**config.mk**
```make
export PLATFORM = sky130hd
export DESIGN_NAME = stat_rmw_engine
export DESIGN_NICKNAME = d
export VERILOG_FILES = /design/src/rtl/stat_rmw_engine.sv
export SDC_FILE = /design/constraint.sdc
export NUM_CORES = 1
export LEC_CHECK = 0
export BUFFER_PORTS_ARGS = -buffer_cell sky130_fd_sc_hd__buf_2
export CAP_MARGIN = 25
export CORE_MARGIN = 2
export CORE_UTILIZATION = 45
export CTS_CLUSTER_SIZE = 10
export DETAILED_ROUTE_END_ITERATION = 10
export PLACE_DENSITY = 0.7
export SLEW_MARGIN = 20
export SYNTH_ARGS = -nofsm -noshare
export SYNTH_HDL_FRONTEND = slang
export SYNTH_SLANG_ARGS = --single-unit
```
**constraint.sdc**
```tcl
create_clock -name clk -period 1.78 [get_ports clk]
set_input_delay 0.267 -clock clk [delete_from_list [all_inputs] [get_ports clk]]
set_output_delay 0.267 -clock clk [all_outputs]
set_load 0.05 [all_outputs]
```
**src/rtl/stat_rmw_engine.sv**
```systemverilog
module stat_rmw_engine #(
  parameter int CH_W   = 16,
  parameter int DATA_W = 16
) (
  input  logic              clk,
  input  logic              rst_n,
  input  logic              evt_valid,
  input  logic [3:0]        evt_code,
  input  logic              evt_src,
  input  logic [CH_W-1:0]   bus_chan,
  input  logic              bus_prio,
  input  logic              host_load,
  input  logic [CH_W-1:0]   host_chan,
  input  logic              host_prio,
  output logic              mem_req,
  output logic              mem_we,
  output logic [CH_W+6:0]   mem_addr,
  output logic [DATA_W-1:0] mem_wdata,
  input  logic              mem_gnt,
  input  logic              mem_rvalid,
  input  logic [DATA_W-1:0] mem_rdata,
  output logic              busy,
  output logic              overrun
);
  localparam int ADDR_W    = CH_W + 7;
  localparam int NUM_CODES = 10;
  localparam int WIDE_CNT  = 2;
  localparam logic [3:0] TAG_CODE = 4'd7;

  typedef enum logic [1:0] {S_IDLE, S_RD, S_RWAIT, S_WR} state_t;

  state_t            st;
  logic [CH_W-1:0]   sel_chan;
  logic              sel_prio;
  logic              pend_full, pend_prio;
  logic [CH_W-1:0]   pend_chan;
  logic [3:0]        pend_code;
  logic [CH_W-1:0]   cur_chan;
  logic              cur_prio, cur_hi;
  logic [3:0]        cur_code;
  logic [DATA_W-1:0] acc;
  logic              ovr_q;

  function automatic logic [3:0] word_of(input logic [3:0] code);
    if (code < 4'(WIDE_CNT)) return {code[2:0], 1'b0};
    return code + 4'd2;
  endfunction

  logic [CH_W-1:0] src_chan;
  logic            src_prio, evt_ok, pend_take, pend_load, is_wide;

  assign src_chan  = evt_src ? sel_chan : bus_chan;
  assign src_prio  = (evt_code == TAG_CODE) ? 1'b0 : (evt_src ? sel_prio : bus_prio);
  assign evt_ok    = evt_valid && (src_chan != '1) && (evt_code < 4'(NUM_CODES));
  assign pend_take = pend_full && (st == S_IDLE);
  assign pend_load = evt_ok && (!pend_full || pend_take);
  assign is_wide   = cur_code < 4'(WIDE_CNT);

  assign mem_req   = (st == S_RD) || (st == S_WR);
  assign mem_we    = (st == S_WR);
  assign mem_wdata = acc;
  assign mem_addr  = {cur_chan, 2'b00, cur_prio, word_of(cur_code) + {3'b000, cur_hi}};
  assign busy      = (st != S_IDLE);
  assign overrun   = ovr_q;

  always_ff @(posedge clk) begin
    if (!rst_n) begin
      sel_chan <= '0;
      sel_prio <= 1'b0;
    end else if (host_load) begin
      sel_chan <= host_chan;
      sel_prio <= host_prio;
    end
  end

  always_ff @(posedge clk) begin
    if (!rst_n) begin
      pend_full <= 1'b0;
      pend_chan <= '0;
      pend_prio <= 1'b0;
      pend_code <= '0;
      ovr_q     <= 1'b0;
    end else begin
      ovr_q <= evt_ok && pend_full && !pend_take;
      if (pend_load) begin
        pend_full <= 1'b1;
        pend_chan <= src_chan;
        pend_prio <= src_prio;
        pend_code <= evt_code;
      end else if (pend_take) begin
        pend_full <= 1'b0;
      end
    end
  end

  always_ff @(posedge clk) begin
    if (!rst_n) begin
      st       <= S_IDLE;
      cur_chan <= '0;
      cur_prio <= 1'b0;
      cur_code <= '0;
      cur_hi   <= 1'b0;
      acc      <= '0;
    end else begin
      case (st)
        S_IDLE: if (pend_take) begin
          cur_chan <= pend_chan;
          cur_prio <= pend_prio;
          cur_code <= pend_code;
          cur_hi   <= 1'b0;
          st       <= S_RD;
        end
        S_RD:    if (mem_gnt) st <= S_RWAIT;
        S_RWAIT: if (mem_rvalid) begin
          acc <= mem_rdata + 1'b1;
          st  <= S_WR;
        end
        S_WR: if (mem_gnt) begin
          if (!cur_hi && is_wide && acc == '0) begin
            cur_hi <= 1'b1;
            st     <= S_RD;
          end else begin
            st <= S_IDLE;
          end
        end
        default: st <= S_IDLE;
      endcase
    end
  end

  AST_REQ_HOLD: assert property (@(posedge clk) disable iff (!rst_n)
    mem_req && !mem_gnt |=> mem_req && $stable(mem_addr) && $stable(mem_we) && $stable(mem_wdata));
  AST_NO_RESERVED: assert property (@(posedge clk) disable iff (!rst_n)
    mem_req |-> mem_addr[ADDR_W-1:7] != '1);
  AST_TAG_PRIO0: assert property (@(posedge clk) disable iff (!rst_n)
    mem_req && mem_addr[3:0] == 4'd9 |-> !mem_addr[4]);
  AST_HI_AFTER_WRAP: assert property (@(posedge clk) disable iff (!rst_n)
    mem_req && !mem_we && (mem_addr[3:0] == 4'd1 || mem_addr[3:0] == 4'd3) && $past(mem_we && mem_gnt)
    |-> $past(mem_wdata) == '0);
  AST_BUSY_END: assert property (@(posedge clk) disable iff (!rst_n)
    $fell(busy) |-> $past(mem_req && mem_we && mem_gnt));
  AST_OVR_FULL: assert property (@(posedge clk) disable iff (!rst_n)
    overrun |-> $past(pend_full) && $past(evt_valid));
endmodule

```
Word level (Yosys, flattened, before mapping):

Index checks and enable logic that the tools add are counted.
Widths: inputs -> output; s select.

* register bits: 80
* input bits: 61
* output and inout port bits: 43
* logic and storage cells: 67

* add/subtract/negate cells: 3
* $lt $le $gt $ge: 2
* equal/unequal tests: 10
* multiplexer cells: 17
* reductions and logical operators: 22

Operator list (number)
* $add 16x1->16 const B: 1
* $logic_not 16->1: 1
* $mux 16: 1
* $ne 16x16->1 const B: 1
* $logic_and 1x1->1: 8
* $mux 1: 8
* $mux 2: 4
* $mux 4: 2
* $pmux 2 s4: 1
* $reduce_and 4->1: 2
* $ne 2x2->1 const B: 3
* $reduce_bool 2->1: 3
* $add 4x1->4: 1
* $add 4x2->4 const B: 1
* $eq 2x2->1 const B: 2
* $eq 4x3->1 const B: 1
* $lt 4x2->1 const B: 1
* $lt 4x4->1 const B: 1
* $ne 2x1->1 const B: 2
* $reduce_and 2->1: 2
* $logic_not 1->1: 3
* $eq 2x1->1 const B: 1
* $logic_not 2->1: 1
* $logic_or 1x1->1: 2
* $pmux 1 s2: 1

Depth between registers and ports, before layout:

Gate-level depths: netlist (run 1).

* depth in word-level cells: 6
* mapped depth: 7
* mapped depth without buffers: 6

Worst setup path after synthesis (run 1):

Ideal clock, no wire load.

* kind: flip-flop to output port
* from: register cur_code[1]
* to: output mem_addr[2]
* arrival: 1910 ps
* required time: 1513 ps
* slack: -397 ps
* cell stages (with the launch flop): 6
* buffers on the path: 0
* cells stage by stage: dfxtp_1 > nor3_1 > nor2b_1 > ha_1 > ha_1 > xnor2_1

* cells in the longest elaborated chain, start to end: 4
* elaborated cells on any way between the ends: 6
* classes of those cells: 2 x add/sub; 1 x order compare; 3 x mux

RTL lines
* start, declared: RTL line 40 `logic [3:0] cur_code;`
* start signal, assigned: RTL line 109 `cur_code <= pend_code;`
* $lt 4x2->1: RTL line 45 `if (code < 4'(WIDE_CNT)) return {code[2:0], 1'b0};`
* $mux 1: RTL line 45
* $mux 4 (*): RTL line 46 `return code + 4'd2;`
* $add 4x1->4 (*): RTL line 62 `assign mem_addr = {cur_chan, 2'b00, cur_prio, word_of(cur_code) + {3'b000, cur_hi}};`
* end, declared: RTL line 17 `output logic [CH_W+6:0] mem_addr,`

Every way passes the cells marked *; elsewhere a longest branch is shown, timed or not. The select of a mux whose other input is x is not followed.

Worst setup path after layout (run 1):

* from: register cur_code[3]
* to: output mem_addr[2]

* cells in the longest elaborated chain, start to end: 4

RTL lines (RTL line)
* $lt 4x2->1: 45
* $mux 1: 45
* $mux 4: 46
* $add 4x1->4: 62

No other way between the ends.

==> results.md, run 1 <==
- Nets: a little under 600
- Fill cells: 748
- Die ar.: between 9000 and 10000 um^2
- Worst Slack Setup Final: -87.1 ps
- Register area: between 1500 and 2000 um^2
- Final setup violation count: 3
- Most frequent cell on the critical path: ha_4
- Synth Register Bits: 80
- Clock sink total: 80
- Psw: ~1.5 mW
- Multi-input gate area: 2070 um^2
- Cell area after layout: 4650 um^2
- Largest net degree at the start of global routing: 45
- Lkg Pwr: about 2.1 nW
- Commonest cells after routing, fill and taps aside: buf_2, nand2_1, dfxtp_1, mux2i_1, a21oi_1
- Layout cell share with drive strength beyond 1: about 33%
- 1st-iter DRT viols: approximately 110
- Most common cell after layout, fill and taps aside: buf_2
- Average cell area after synthesis: around 8.9 um^2
- Initial antenna violation count: 0
- Crit path arrival time: roughly 1600 ps
- TritonCTS clock tree: built
- WS Path Type: flop to output pin
- Startpoint Class: flop
- Worst path slowest cell: dfxtp_2
- Slew Limit Headroom: roughly 67%
- Placed cell areas: 4320 um^2
- Switching Share: 35.0%
- Clock transition at path regs: about 80 ps
- Tot Pwr: 4.30 mW
- Yosys warning total: 0
- Clock buffer depth: 2
- Max_cap viols: 0
- Antenna cells: 0
- Critical-path cell list: nor3_4 > nor2b_2 > ha_4 > ha_4 > xnor2_2 > buf_6
- Final WL: 8500 um
- Slowest stage delay, CP: 340 ps
- Initial Util: 46.0%
- Reg2Reg Setup Slack: about 100 ps
- Total gr overflow: 0
- Worst-margin pin slew: 502 ps
- Placer Congestion: roughly 0.83
- Die height: between 90 and 100 um
- Rows: 33
- Gr usage total: between 10% and 20%
- I/O Pins: between 100 and 150
- Die W: 95.2 um
- Dpl hpwl: 6290 um
- Worst Setup End Kind: output pin
- Outcome: finished with violations
- WL per Instance: approximately 14 um
- Logic pwr share: 26.0%
- PwrDens: approximately 920 nW/um^2
- Post-synth EDFFs: 0
- Core area: between 8000 and 9000 um^2
- Sequential-to-total area share from yosys stat: about 43%
- Crit Path Max Fanout: 2
- Final Max Tran Viols: 0
- Clock Latency Late Sink: between 300 and 400 ps
- Global-route wire length before repair: 13400 um
- Clock network power share: around 27%
- Cell family with most CP delay: flip-flops
- Period utilization: 105%
- Post-synth ARST share: 0%
- Internal Power: about 2.8 mW
- Failing checks: setup timing
- # DRC: 0
- Top FF cell, synth: dfxtp_1
- H-tree depth: 3
- Yosys cell types: 40
- RSZ-0062 raised after global routing: true
- Sequential power share: 46.7%
- Mapped cell area: approximately 3700 um^2
- Number of global-route vias before repair: 2905
- Number of buffers created by CTS: 9
- Synth-to-layout area growth: 24.3%
- Worst path required time: ~1500 ps
- Final hold vios: 0
- Buf/Inv on CP: 1
- Clock skew: approximately 7.1 ps
- Final min period: 1870 ps
- Drt first pass iters: 4
- Clk root buf: clkbuf_8
- Worst ir drop on vdd: between 0.4 and 0.5 mV
- Max Fclk: between 500 and 600 MHz
- Setup tns final: -133 ps
- # port buffers: about 100
- Routed Antenna Nets: 0
- Routed vias/inst: approximately 5
- Worst hold path type: input port to flop
- Vias after detailed routing: approximately 3100
- Syn Inst Count: around 420
[flip-flops by register name, summed over array words and instances, names as in the netlist]
name,cells
overrun,1
cur_hi,1
pend_code,4
pend_full,1
pend_chan,16
cur_code,4
cur_prio,1
st,2
mem_wdata,16
sel_prio,1
cur_chan,16
pend_prio,1
sel_chan,16
[worst register-to-register path: cells and delay by family (launching register included)]
kind | cells | cell delay (ps)
AOI/OAI and AO/OA | 2 | 850
DFF | 1 | 380
muxes | 1 | 220
and+or+nand+nor | 1 | 170
[cells in the mapped netlist (2+ instances only)]
cell       n  area share (%)
a211oi_1   6             1.2
a21oi_1   30             4.0
a31oi_1    2            0.33
and2_1     3            0.50
and3_1     3            0.50
and4_1     3            0.70
buf_1      4            0.40
buf_12     2             1.1
buf_2      3            0.40
buf_4      5             1.0
clkbuf_1  15             1.5
dfxtp_1   80              43
ha_1       9             3.0
inv_1      6            0.60
inv_2      2            0.20
mux2_2    17             5.1
mux2i_1   40              11
nand2_1   94             9.4
nand3_1    5            0.67
nand4_1   13             2.2
nor2_1    29             2.9
nor2b_1    2            0.33
nor3_1     3            0.40
nor4_1     4            0.67
o21ai_0   12             1.6
or3_1      3            0.50
xnor2_1    4            0.94
xor2_1    11             2.6
[power by group through the flow]
stage | Combinational (mW) | Sequential (mW) | Clock [mW]
finish | 1.12 | 2.01 | 1.17
global route | 1.23 | 2.02 | 1.27
CTS | 1.09 | 2.00 | 1.21
detailed placement | 1.07 | 2.04 | 0
global placement | 1.05 | 2.04 | 0
floorplan | 0.636 | 2.20 | 0
[cell families after synthesis]
group / Yosys count / share of synthesized area (%)
AOI/OAI and AO/OA: 57 / 9.84
xor gates and xnor gates: 15 / 3.51
adders and majority gates: 9 / 3.01
buffers and inverters: 37 / 5.19
DFF: 80 / 42.8
muxes: 57 / 15.8
other: 1 / 0.100
and+or+nand+nor: 166 / 19.7
[stage by stage]
stage	util [%]	hold WS (ps)	setup slack, ps	std cells
2_1_floorplan	-	363	-107	423
3_3_place_gp	53.1	442	94.0	610
3_5_place_dp	53.1	444	28.9	610
4_1_cts	56.3	110	-122	627
5_1_grt	57.1	126	-154	628
6_report	57.1	123	-87.1	628
[area by class of cell]
type                            instances  area share, %
Multi-Input combinational cell        307           44.5
Sequential cell                        80           34.6
Timing Repair Buffer                  112           13.7
Tap cell                              105           2.83
Clock buffer                            9           2.66
Clock inverter                          7           1.05
Inverter                                8          0.646
[what timing repair did]
action / in CTS / in global routing
buffers inserted: 1 / 0
hold buffers: 0 / 0
endpoints found under the hold margin: 0 / 0
gates cloned: 0 / 1
setup endpoints to repair: 4 / 47
pin swaps: 5 / 4
gates resized for setup: 21 / 14
[worst paths after layout]
kind / startpoint / to / cells past startpoint
worst max-delay path: cur_code[3] / mem_addr[2] / 6
worst min-delay path: mem_rdata[0] / mem_wdata[0] / 2
worst max register to register: sel_chan[14] / pend_code[1] / 4
worst min register to register: pend_code[3] / cur_code[3] / 2
[metal layers]
| layer | GRT usage (%) | share of wire [%] | vias up |
|---|---|---|---|
| met3 | 4.11 | 4.4 | 12 |
| met1 | 25.9 | 48 | 1416 |
| met4 | 8.45 | 1.8 | 0 |
| li1 | - | - | 1637 |
| met2 | 29.5 | 46 | 70 |
| met5 | 0 | 0 | - |
Note: power is estimated with default switching activity, not from simulation.
==> run 2: changes to the inputs <==
--- a/config.mk
+++ b/config.mk
@@ -11,7 +11,7 @@
 export CORE_UTILIZATION = 45
 export CTS_CLUSTER_SIZE = 10
 export DETAILED_ROUTE_END_ITERATION = 10
-export PLACE_DENSITY = 0.7
+export PLACE_DENSITY = 0.73
 export SLEW_MARGIN = 20
 export SYNTH_ARGS = -nofsm -noshare
 export SYNTH_HDL_FRONTEND = slang
==> constraint.sdc (replaced) <==
create_clock -name clk -period 1.67 [get_ports clk]
set_input_delay 0.2505 -clock clk [delete_from_list [all_inputs] [get_ports clk]]
set_output_delay 0.2505 -clock clk [all_outputs]
set_load 0.05 [all_outputs]
==> results.md, run 2 (synthesized netlist as in run 1, its figures left out) <==
- Clk root buf: clkbuf_8
- WS Path Type: flop to output pin
- Die ar.: 9060 um^2 (unchanged)
- RSZ-0062 raised after global routing: true
- Worst path required time: 1420 ps (-90 ps)
- Layout cell share with drive strength beyond 1: 35.0% (+2.1 points)
- TritonCTS clock tree: built
- Setup tns final: -457 ps (-324 ps)
- Synth-to-layout area growth: 29.1%
- # DRC: 0 (unchanged)
- Outcome: finished with violations
- Slew Limit Headroom: 66.6% (about the same)
- Final WL: 8950 um (+5.4%)
- Dpl hpwl: 6500 um (+3.3%)
- Gr usage total: 20.3% (+1.1 points)
- Die height: 95.2 um (unchanged)
- Worst path slowest cell: dfxtp_2
- Routed Antenna Nets: 0 (unchanged)
- Cell area after layout: 4830 um^2 (+3.9%)
- Fin Hold WS: 119 ps (-4.72 ps)
- Drt first pass iters: 4 (unchanged)
- Worst hold path type: input port to flop
- Startpoint Class: flop
- Crit Path Max Fanout: 2 (unchanged)
- Clock transition at path regs: 80 ps (about the same)
- WL per Instance: 14.0 um (+3.6%)
- Final setup violation count: 4 (+1)
- Max_cap viols: 0 (unchanged)
- Lkg Pwr: 2.20 nW (+4.9%)
- Die W: 95.2 um (unchanged)
- Initial antenna violation count: 0 (unchanged)
- Number of buffers created by CTS: 9 (unchanged)
- PwrDens: 1060 nW/um^2 (+15%)
- Period utilization: 112%
- Logic pwr share: 25.1% (-0.9 points)
- H-tree depth: 3 (unchanged)
- Critical-path cell list: nor3_2 > nor2b_1 > ha_2 > ha_4 > xnor2_2 > buf_6
- 1st-iter DRT viols: 115 (+5.5%)
- Crit path arrival time: 1620 ps (+20 ps)
- Antenna cells: 0 (unchanged)
- Switching Share: 31.7% (-3.3 points)
- # port buffers: 101 (unchanged)
- Psw: 1.63 mW (+8.4%)
- Clock Latency Late Sink: 360 ps (about the same)
- Internal Power: 3.51 mW (+26%)
- Sequential power share: 41.5% (-5.2 points)
- Routed vias/inst: 5.11 (+2.4%)
- Core area: 8130 um^2 (unchanged)
- Number of global-route vias before repair: 3110 (+7.1%)
- Worst Slack Setup Final: -200 ps (-112 ps)
- Largest net degree at the start of global routing: 37 (-18%)
- Final min period: approximately 1900 ps
- Clock skew: 8.98 ps (+1.87 ps)
- Clock sink total: 80 (unchanged)
- Worst-margin pin slew: 502 ps (-0.112 ps)
- Most common cell after layout, fill and taps aside: buf_2
- Failing checks: setup timing
- Rows: 33 (unchanged)
- Initial Util: 46.0% (unchanged)
- Dpl ws: -57.4 ps (-86.3 ps)
- Total gr overflow: 0 (unchanged)
- Slowest stage delay, CP: 330 ps (about the same)
- Tot Pwr: 5.14 mW (+20%)
- Placer Congestion: 0.827 (-0.16%)
- Clock buffer depth: 2 (unchanged)
- Commonest cells after routing, fill and taps aside: buf_2, nand2_1, dfxtp_1, mux2i_1, a21oi_1
- Max Fclk: 535 MHz
- Vias after detailed routing: 3267 (+4.2%)
- Worst Setup End Kind: output pin
- Placed cell areas: 4410 um^2 (+2.0%)
- Final Max Tran Viols: 0 (unchanged)
- Nets: 599 (+1.9%)
- Worst ir drop on vdd: 0.603 mV (+26%)
- Clock network power share: 33.4% (+6.1 points)
- Final hold vios: 0 (unchanged)
- I/O Pins: 104 (unchanged)
- Global-route wire length before repair: 14300 um (+6.1%)
-- run 2: cell types whose count changed in the layout (fill, tap and decap cells not counted), sizes merged --
cell,change
buf,+11
clkinvlp,-4
bufinv,+3
inv,+2
a211o,+1
clkbuf,-1
clkinv,-1
-- run 2: worst paths after layout --
kind / from / slack [ps] / cells past startpoint / endpoint
max reg2reg: sel_chan[15] / 50 / 5 / pend_chan[3]
min: mem_rdata[0] / 120 / 2 / mem_wdata[0]
max: cur_code[3] / -200 / 6 / mem_addr[2]
min reg2reg: cur_chan[1] / 450 / 2 / cur_chan[1]
-- run 2: metrics by stage --
| step | cells | util (%) |
|---|---|---|
| after floorplan | 423 | - |
| after global placement | 618 | 54.2 |
| after detailed placement | 618 | 54.2 |
| after CTS | 636 | 58.7 |
| after global routing | 639 | 59.4 |
| final | 639 | 59.4 |
-- run 2: area by class of cell --
type | count | area, um^2
tap | 105 | 131
fill | 735 | 3310
inverter | 8 | 30.0
timing repair buffer | 122 | 742
clock inverter | 7 | 118
clock buffer | 9 | 124
multi-input combinational | 308 | 2070
sequential | 80 | 1610
-- run 2: per-layer routing --
layer  track usage, %  wire [um]  part of all wire [%]  up-vias
met5                0          0                     0        -
met4             9.66        220                   2.5        0
met3             4.43        452                   5.0       19
met2             32.6       4230                    47       79
met1             25.8       4040                    45     1507
li1                 -          -                     -     1662
-- run 2: what timing repair did --
item,4_1_cts,5_1_grt
hold buffers,0,0
gates resized for setup,27,13
endpoints found under the setup margin,35,28
setup buffers,1,3
pin swaps,7,6
cloned,1,1
-- run 2: critical path: cells and delay by family, from the launching register on --
| kind | cells | cell delay [ps] |
|---|---|---|
| DFF | 1 | 330 |
| adders and majority gates | 2 | 360 |
| xor gates and xnor gates | 1 | 130 |
| buffers and inverters | 1 | 170 |
| and+or+nand+nor | 2 | 270 |
-- run 2: power groups by stage --
| stage | sequential (mW) | combinational (mW) | clock, mW |
|---|---|---|---|
| 2_1_floorplan | 2.34 | 0.678 | 0 |
| 3_3_place_gp | 2.17 | 1.18 | 0 |
| 3_5_place_dp | 2.17 | 1.20 | 0 |
| 4_1_cts | 2.13 | 1.24 | 1.74 |
| 5_1_grt | 2.15 | 1.41 | 1.82 |
| 6_report | 2.14 | 1.29 | 1.72 |
==> run 3: changes to the inputs <==
--- a/config.mk
+++ b/config.mk
@@ -11,7 +11,8 @@
 export CORE_UTILIZATION = 45
 export CTS_CLUSTER_SIZE = 10
 export DETAILED_ROUTE_END_ITERATION = 10
-export PLACE_DENSITY = 0.73
+export PLACE_DENSITY = 0.7
+export SKIP_LAST_GASP = 1
 export SLEW_MARGIN = 20
 export SYNTH_ARGS = -nofsm -noshare
 export SYNTH_HDL_FRONTEND = slang
==> constraint.sdc (replaced) <==
create_clock -name clk -period 2.36 [get_ports clk]
set_input_delay 0.354 -clock clk [delete_from_list [all_inputs] [get_ports clk]]
set_output_delay 0.354 -clock clk [all_outputs]
set_load 0.05 [all_outputs]
==> results.md, run 3 (synthesized netlist as in run 1, its figures left out) <==
- Outcome: finished clean
- Final min period: 2210 ps
- RSZ-0062 raised after global routing: false
- Rows: 33 (unchanged)
- Largest net degree at the start of global routing: 47 (+27%)
- Global-route wire length before repair: 13700 um (-4.3%)
- Post-Route Utilization: 54.6% (-4.8 points)
- Drt first pass iters: 4 (unchanged)
- Final setup violation count: 0 (-4)
- Final Max Tran Viols: 0 (unchanged)
- Placer Congestion: 0.817 (-1.1%)
- Clock sink total: 80 (unchanged)
- Commonest cells after routing, fill and taps aside: buf_2, nand2_1, dfxtp_1, mux2i_1, a21oi_1
- Lkg Pwr: 2.03 nW (-7.7%)
- Worst ir drop on vdd: 0.364 mV (-40%)
- WL per Instance: 13.4 um (-4.3%)
- 1st-iter DRT viols: 105 (-8.7%)
- H-tree depth: 3 (unchanged)
- Fin Hold WS: 207 ps (+88.3 ps)
- Layout cell share with drive strength beyond 1: 28.2% (-6.8 points)
- Worst-margin pin slew: 783 ps (+282 ps)
- Routed vias/inst: 5.08 (-0.59%)
- Die ar.: 9060 um^2 (unchanged)
- # hold bufs at CTS: 0 (unchanged)
- Synth-to-layout area growth: 18.7%
- Placed cells: 603 (-2.4%)
- Nets: 579 (-3.3%)
- Antenna cells: 0 (unchanged)
- Slew Limit Headroom: 47.7% (-19 points)
- CP startpoint: cur_code[1]
- Die height: 95.2 um (unchanged)
- # port buffers: 101 (unchanged)
- Number of global-route vias before repair: 2939 (-5.5%)
- Worst reg2reg path startpoint: sel_chan[14]
- TritonCTS clock tree: built
- Clock buffer depth: 2 (unchanged)
- Clock transition at path regs: 90 ps (about the same)
- Startpoint Class: flop
- Max_cap viols: 0 (unchanged)
- Dpl hpwl: 6150 um (-5.3%)
- Clock skew: 9.67 ps (+0.691 ps)
- Max Fclk: 452 MHz
- PwrDens: 735 nW/um^2 (-31%)
- Most common cell after layout, fill and taps aside: buf_2
- Fill cells: 790 (+7.5%)
- Crit path arrival time: 1860 ps (+240 ps)
- Period utilization: 93.7%
- Final hold vios: 0 (unchanged)
- Fin cells: 619 (-3.1%)
- Worst hold path type: input port to flop
- Total gr overflow: 0 (unchanged)
- Routed Antenna Nets: 0 (unchanged)
- Reg2reg path depth: 4 (-1)
- Reg2Reg Setup Slack: 610 ps (+560 ps)
- Final WL: 8300 um (-7.3%)
- I/O Pins: 104 (unchanged)
- Vias after detailed routing: 3146 (-3.7%)
- Initial antenna violation count: 0 (unchanged)
- Die W: 95.2 um (unchanged)
- Initial Util: 46.0% (unchanged)
- Crit Path Max Fanout: 5 (+3)
- Post-CTS setup buffer count: 0 (-1)
- WS Path Type: flop to output pin
- Worst Setup End Kind: output pin
- Core area: 8130 um^2 (unchanged)
- Crit path to: mem_addr[2]
- Tot Pwr: 3.26 mW (-37%)
- Gr usage total: 19.2% (-1.0 points)
- Clock Latency Late Sink: 350 ps (about the same)
- Setup tns final: 0 ps (+457 ps)
- Clk root buf: clkbuf_8
- # DRC: 0 (unchanged)
- R2r endpoint: pend_prio
- Number of buffers created by CTS: 9 (unchanged)
- Worst path required time: 2010 ps (+590 ps)
run 3: cell types whose count changed in the layout (fill, tap and decap cells not counted), moves of 5 or more:
| cell | previous run | this run |
|---|---|---|
| buf_2 | 95 | 100 |
| buf_4 | 18 | 3 |
| buf_6 | 5 | 0 |
| dfxtp_1 | 72 | 80 |
| dfxtp_2 | 8 | 0 |
| ha_1 | 4 | 9 |
run 3: per-layer routing:
layer	share of wire, %	vias up	global-route usage [%]
li1	-	1627	-
met1	48	1428	26.4
met2	44	74	28.8
met3	5.4	17	3.87
met4	2.1	0	9.30
met5	0	-	0
run 3: power breakdown:
group | switching, mW | internal [mW]
sequential | 0.0683 | 1.44
combinational | 0.548 | 0.257
clock | 0.542 | 0.406
run 3: worst min path at each step:
stage | start | end | depth (start not counted)
6_report | mem_rdata[0] | mem_wdata[0] | 2
5_1_grt | mem_rdata[0] | mem_wdata[0] | 2
4_1_cts | mem_rdata[0] | mem_wdata[0] | 2
3_5_place_dp | pend_code[0] | cur_code[0] | 2
3_3_place_gp | cur_chan[13] | cur_chan[13] | 2
2_1_floorplan | pend_prio | cur_prio | 2
run 3: worst max-delay path, stage by stage, from the launching register on:
cell,delay [ps]
dfxtp_1,380
nor3_4,250
nor2b_1,80
ha_1,210
ha_1,210
xnor2_1,140
clkbuf_4,240
run 3: final cells by class:
type | count | area (um^2) | area share (%)
repair buffers | 104 | 531 | 12.0
clock inverters | 7 | 62.6 | 1.41
well taps | 105 | 131 | 2.96
flip-flops and latches | 80 | 1600 | 36.1
multi-input cells | 306 | 1960 | 44.1
inverters | 8 | 30.0 | 0.676
clock buffers | 9 | 124 | 2.79
run 3: repair_timing:
| action | 4_1_cts | 5_1_grt |
|---|---|---|
| endpoints found under the hold margin | 0 | 0 |
| gates resized for setup | 1 | 2 |
| setup endpoints to repair | 1 | 1 |
run 3: per-stage QoR:
| stage | setup WS [ps] | instance area (um^2) |
|---|---|---|
| 4_1_cts | 73.1 | 4430 |
| 6_report | 150 | 4440 |
| 3_5_place_dp | 368 | 4240 |
| 5_1_grt | 20.8 | 4440 |
| 2_1_floorplan | 96.1 | 3740 |
| 3_3_place_gp | 498 | 4240 |
